## src/rtl/irq_cmd_seq.sv

```systemverilog
module irq_cmd_seq #(
  parameter int CASCADE_LINE = 2
) (
  input  logic       clk,
  input  logic       rst_n,
  input  logic       wr_stb,
  input  logic       rd_stb,
  input  logic       addr,
  input  logic [7:0] wdata,
  output logic [7:0] rdata,
  input  logic [7:0] irq_lines,
  input  logic       inta,
  output logic [7:0] vector,
  output logic       int_req,
  output logic       special_mask_on,
  output logic       cascade_upd
);

  logic [7:0] imr, irr, isr, last;
  logic [2:0] base;
  logic [4:0] vbase;
  logic [1:0] step;
  logic       ic4, sel, poll, smm, aeoi, rot, sfnm;

  logic [7:0] n_imr, n_irr, n_isr;
  logic [2:0] n_base;
  logic [4:0] n_vbase;
  logic [1:0] n_step;
  logic       n_ic4, n_sel, n_poll, n_smm, n_aeoi, n_rot, n_sfnm;

  function automatic logic [3:0] rank(input logic [7:0] m, input logic [2:0] b);
    logic [3:0] r;
    r = 4'd8;
    for (int p = 7; p >= 0; p--)
      if (m[3'(p) + b]) r = 4'(p);
    return r;
  endfunction

  logic [3:0] req_p, cur_p, top_p;
  logic [2:0] win, top_line;
  logic       has_win;
  logic [7:0] svc;
  logic [2:0] cmd;
  logic       is_init, is_ctl, is_cmd;

  assign svc      = isr & ~(sfnm ? 8'(1 << CASCADE_LINE) : 8'd0);
  assign req_p    = rank(irr & ~imr, base);
  assign cur_p    = rank(svc, base);
  assign has_win  = req_p < cur_p;
  assign win      = req_p[2:0] + base;
  assign top_p    = rank(isr, base);
  assign top_line = top_p[2:0] + base;

  assign cmd     = wdata[7:5];
  assign is_init = wr_stb && !addr && wdata[4];
  assign is_ctl  = wr_stb && !addr && !wdata[4] && wdata[3];
  assign is_cmd  = wr_stb && !addr && !wdata[4] && !wdata[3];

  assign int_req         = has_win;
  assign vector          = {vbase, has_win ? win : 3'd7};
  assign special_mask_on = smm;
  assign rdata = !rd_stb ? 8'd0 :
                 poll    ? {5'd0, has_win ? win : 3'd7} :
                 addr    ? imr :
                 sel     ? isr : irr;
  assign cascade_upd = (wr_stb && addr && step == 2'd0) ||
                       (is_cmd && (cmd == 3'd1 || cmd == 3'd3 || cmd == 3'd5 ||
                                   cmd == 3'd6 || cmd == 3'd7)) ||
                       (rd_stb && poll);

  always_comb begin
    n_imr = imr;  n_irr = irr | (irq_lines & ~last);  n_isr = isr;
    n_base = base;  n_vbase = vbase;  n_step = step;  n_ic4 = ic4;
    n_sel = sel;  n_poll = poll;  n_smm = smm;  n_aeoi = aeoi;
    n_rot = rot;  n_sfnm = sfnm;

    if (inta && has_win) begin
      n_isr[win] = 1'b1;
      n_irr[win] = 1'b0;
      if (aeoi) begin
        if (rot) n_base = win + 3'd1;
        n_isr[win] = 1'b0;
      end
    end

    if (rd_stb && poll) begin
      if (has_win) begin
        n_irr[win] = 1'b0;
        n_isr[win] = 1'b0;
      end
      n_poll = 1'b0;
    end

    if (is_init) begin
      n_imr = '0;  n_irr = '0;  n_isr = '0;  n_base = '0;  n_vbase = '0;
      n_sel = 1'b0;  n_poll = 1'b0;  n_smm = 1'b0;  n_aeoi = 1'b0;
      n_rot = 1'b0;  n_sfnm = 1'b0;
      n_step = 2'd1;
      n_ic4 = wdata[0];
    end else if (is_ctl) begin
      if (wdata[2]) n_poll = 1'b1;
      if (wdata[1]) n_sel = wdata[0];
      if (wdata[6]) n_smm = wdata[5];
    end else if (is_cmd) begin
      case (cmd)
        3'd0, 3'd4: n_rot = cmd[2];
        3'd1, 3'd5: if (top_p != 4'd8) begin
          n_isr[top_line] = 1'b0;
          if (cmd[2]) n_base = top_line + 3'd1;
        end
        3'd3: n_isr[wdata[2:0]] = 1'b0;
        3'd6: n_base = wdata[2:0] + 3'd1;
        3'd7: begin
          n_isr[wdata[2:0]] = 1'b0;
          n_base = wdata[2:0] + 3'd1;
        end
        default: ;
      endcase
    end else if (wr_stb && addr) begin
      case (step)
        2'd0: n_imr = wdata;
        2'd1: begin n_vbase = wdata[7:3]; n_step = 2'd2; end
        2'd2: n_step = ic4 ? 2'd3 : 2'd0;
        default: begin
          n_sfnm = wdata[4];
          n_aeoi = wdata[1];
          n_step = 2'd0;
        end
      endcase
    end
  end

  always_ff @(posedge clk or negedge rst_n) begin
    if (!rst_n) begin
      imr <= '0;  irr <= '0;  isr <= '0;  last <= '0;
      base <= '0;  vbase <= '0;  step <= '0;  ic4 <= 1'b0;
      sel <= 1'b0;  poll <= 1'b0;  smm <= 1'b0;  aeoi <= 1'b0;
      rot <= 1'b0;  sfnm <= 1'b0;
    end else begin
      imr <= n_imr;  irr <= n_irr;  isr <= n_isr;  last <= irq_lines;
      base <= n_base;  vbase <= n_vbase;  step <= n_step;  ic4 <= n_ic4;
      sel <= n_sel;  poll <= n_poll;  smm <= n_smm;  aeoi <= n_aeoi;
      rot <= n_rot;  sfnm <= n_sfnm;
    end
  end


  init_clears_chk: assert property (@(posedge clk) disable iff (!rst_n)
    is_init |=> (step == 2'd1 && isr == 8'd0 && !int_req));


  mask_load_chk: assert property (@(posedge clk) disable iff (!rst_n)
    (wr_stb && addr && step == 2'd0) |=> imr == $past(wdata));


  req_source_chk: assert property (@(posedge clk) disable iff (!rst_n)
    int_req |-> (irr & ~imr) != 8'd0);


  eoi_one_chk: assert property (@(posedge clk) disable iff (!rst_n)
    (is_cmd && cmd == 3'd1 && isr != 8'd0 && !inta && !rd_stb)
      |=> $countones(isr) == $countones($past(isr)) - 1);


  poll_disarm_chk: assert property (@(posedge clk) disable iff (!rst_n)
    (rd_stb && poll && !wr_stb) |=> !poll);


  poll_data_chk: assert property (@(posedge clk) disable iff (!rst_n)
    (rd_stb && poll) |-> rdata[7:3] == 5'd0);

endmodule

```

## config.mk

```make
export PLATFORM = sky130hd
export DESIGN_NAME = irq_cmd_seq
export DESIGN_NICKNAME = d
export VERILOG_FILES = /design/src/rtl/irq_cmd_seq.sv
export SDC_FILE = /design/constraint.sdc
export NUM_CORES = 1
export LEC_CHECK = 0
export CORE_ASPECT_RATIO = 0.5
export CORE_UTILIZATION = 64
export CTS_CLUSTER_DIAMETER = 60
export DETAILED_ROUTE_END_ITERATION = 7
export GPL_TIMING_DRIVEN = 0
export MAX_ROUTING_LAYER = met4
export PLACE_DENSITY = 0.91
export SETUP_SLACK_MARGIN = 0.02
export SYNTH_ARGS = -nofsm -noshare
export SYNTH_HDL_FRONTEND = slang
export SYNTH_SLANG_ARGS = --single-unit
```

## constraint.sdc

```tcl
create_clock -name clk -period 11.38 [get_ports clk]
set_input_delay 1.707 -clock clk [delete_from_list [all_inputs] [get_ports clk]]
set_output_delay 1.707 -clock clk [all_outputs]
set_load 0.05 [all_outputs]
```

==> impl_metrics.yaml <==
run_status:
  status: "finished, final reports clean"
setup_path:
  cp-end-kind: "output pin"
  worstPathRequired_ns: 9.67
  cp-start-kind: "flip-flop"
  worst_path_dominant_cell_family: "buffers and inverters"
  cp_max_fo: 10
  critPathSlowestCell: "clkdlybuf4s50_1"
  max_stage_delay_ns: 0.84
  worst-path-buf-inv: 4
  critPathKind: "flip-flop to output pin"
  cp.arrival_ns: 5.75
  crit_chain: "buf_4, inv_1, ha_1, xnor2_4, mux4_2, o31a_1, o32ai_2, ha_1, inv_1, fa_1, nor2b_1, o22ai_2, nor3b_2, o21ai_0, a21oi_1, clkdlybuf4s50_1"
final_layout:
  diodes: 0
  drive_above_1_share_pct: 11.3
  area_growth_pct: 13.9
  fin_nets: 623
  stdcell_count: 678
  final_common_cell: "nand2_1"
  final_cell_mix: "nand2_1 (59), dfrtp_1 (49), a21oi_1 (41)"
synth:
  synth_compound_area_share_pct: 21.4
  yosysSeqAreaShare_pct: 26.1
  postSynthCellCount: 539
  synth_edf_count: 0
  ys_async_sr_fraction_pct: 100
  ys.warnings.count: 0
  ys_top_cells_by_area: "dfrtp_1 (26%), mux4_2 (10%), nand2_1 (4.7%)"
  synth-simple-area-share_pct: 22.7
  synth_top_family_by_area: "simple AND/OR/NAND/NOR gates"
  synth_top_area_cell: "dfrtp_1"
  synth-main-ff-cell: "dfrtp_1"
  synth_cell_types: 78
  synthMuxAreaShare_pct: 16.8
  ys_ff_latch: 49
  synth_xor_area_share_pct: 2.16
  netlist.area_leader.share_pct: 26.1
  synthesis.area_um2: 4690
  synth_fa_ha_area_share_pct: 4.58
  syn_area_per_cell_um2: 8.71
  syn-num-nets: 577
clock_tree:
  holdBufCountCts: 0
  clk_pin_slew_ns: 0.07
  worstSkewPairLatency_ns: 0.29
  ctsRootBufferMaster: "clkbuf_16"
  cts_made_buffers: 5
  cts_num_sinks: 49
  cts_tree: "yes"
  cts_resized: 0
  postCtsSetupBuffers: 0
  clock_path_buffers: 2
  cts.htree.levels: 2
place:
  port_buffers: 38
  dp_slack_ns: 4.29
  place_congestion: 1.00
  dpl.cell_count: 670
  dp_hpwl_um: 10500
timing:
  setup_ws_ns: 3.92
  fin_crit_sh_pct: 65.5
  hold_viol_final: 0
  fin_tns_setup_ns: 0
  fmax_mhz: 134
  setup_violations: 0
  skew_ns: 0.00276
  worst_pin_slew_ns: 0.703
  finalCriticalPeriod_ns: 7.46
  slew_headroom_pct: 52.5
  grt_setup_unrepaired: "false"
  drv_slew: 0
drt:
  initialDrtViolationCount: 620
  ant_nets: 0
  drt_pass1_iterations: 5
  wirelength_um: 13700
  post_drt_wl_per_cell_um: 20.2
  num_vias: 4687
  via_per_inst: 6.91
  drc: 0
floorplanning:
  die_x_um: 123
  initial_utilization_pct: 68.2
  row_count: 21
  fp.dieH_um: 62.6
  io_pins: 41
  dieArea_um2: 7700
  core_area_um2: 6880
grt:
  grt_pass1_vias: 4410
  gr-usage-all-layers_pct: 38.1
  grt_max_degree: 41
  overflow: 0
  grt_pass1_wl_um: 21900
  antenna_found_initial: 0
hold_path:
  hold_class: "flip-flop to flip-flop"
flow_run:
  maxCapViolations: 0
## through the flow
stage,utilization [%],area (µm²),hold slack (ns)
floorplan,-,4690,0.472
global placement,75.4,5190,0.493
detailed placement,75.6,5200,0.503
CTS,77.7,5350,0.540
global route,77.7,5350,0.568
finish,77.7,5350,0.541
## Yosys cell counts, drive strengths merged, types with 4 or more instances
master and instances:
clkbuf 19, nand2b 19, o32ai 5, nand4b 4, and3 9, mux4 21, ha 14, a311oi 4
a211oi 7, nand2 59, a21oi 41, o21ai 34, nor3 12, nor2b 15, inv 32, nor2 36
o21a 5, a22o 7, or2 6, xnor2 5, and2 10, nand3 18, mux2i 23, buf 12
o31ai 4, a21boi 6, dfrtp 49, nor4 4, a31oi 4, nand4 4, mux2 6
## path summary, 6_finish.rpt
path                                      start              endpoint  slack [ns]  depth (start not counted)
max                           base[1]$_DFF_PN0_              rdata[2]        3.92                         16
min                        vbase[2]$_DFFE_PN0P_  vbase[2]$_DFFE_PN0P_        0.54                          1
max reg2reg                   base[1]$_DFF_PN0_     base[1]$_DFF_PN0_        6.17                         18
min reg2reg                vbase[2]$_DFFE_PN0P_  vbase[2]$_DFFE_PN0P_        0.54                          1
max in group asynchronous                 rst_n      irr[0]$_DFF_PN0_        9.62                          2
min in group asynchronous                 rst_n     last[6]$_DFF_PN0_        1.27                          1
## logic make-up (layout without fill, tap and decap cells)
| family | Yosys count | in the layout |
|---|---|---|
| AOI/OAI and AO/OA | 147 | 147 |
| xor gates and xnor gates | 7 | 7 |
| adders and majority gates | 16 | 16 |
| buffers and inverters | 63 | 110 |
| DFF | 49 | 49 |
| muxes | 50 | 50 |
| and+or+nand+nor | 207 | 207 |
## sequential cells by signal, indices dropped and copies added (netlist names), 2 cells and up
| signal | flops |
|---|---|
| step | 2 |
| isr | 8 |
| imr | 8 |
| vbase | 5 |
| base | 3 |
| irr | 8 |
| last | 8 |
## per-layer routing
layer  routed length (µm)  global-route usage, %  vias up
li1                     -                      -     2079
met1                 5630                   52.2     2225
met2                 5940                   56.8      340
met3                 1820                   8.85       43
met4                  278                   10.5        0
met5                    0                      -        -
## final cells by class
| class | count | area (µm²) |
|---|---|---|
| Timing Repair Buffer | 39 | 395 |
| Clock buffer | 6 | 129 |
| Multi-Input combinational cell | 427 | 3180 |
| Tap cell | 92 | 115 |
| Fill cell | 485 | 1540 |
| Clock inverter | 2 | 13.8 |
| Inverter | 32 | 125 |
| Sequential cell | 49 | 1230 |
| Buffer | 31 | 166 |
Power is not shown: default switching activity piles up to over one toggle a cycle in this logic, so the estimate is an artifact.
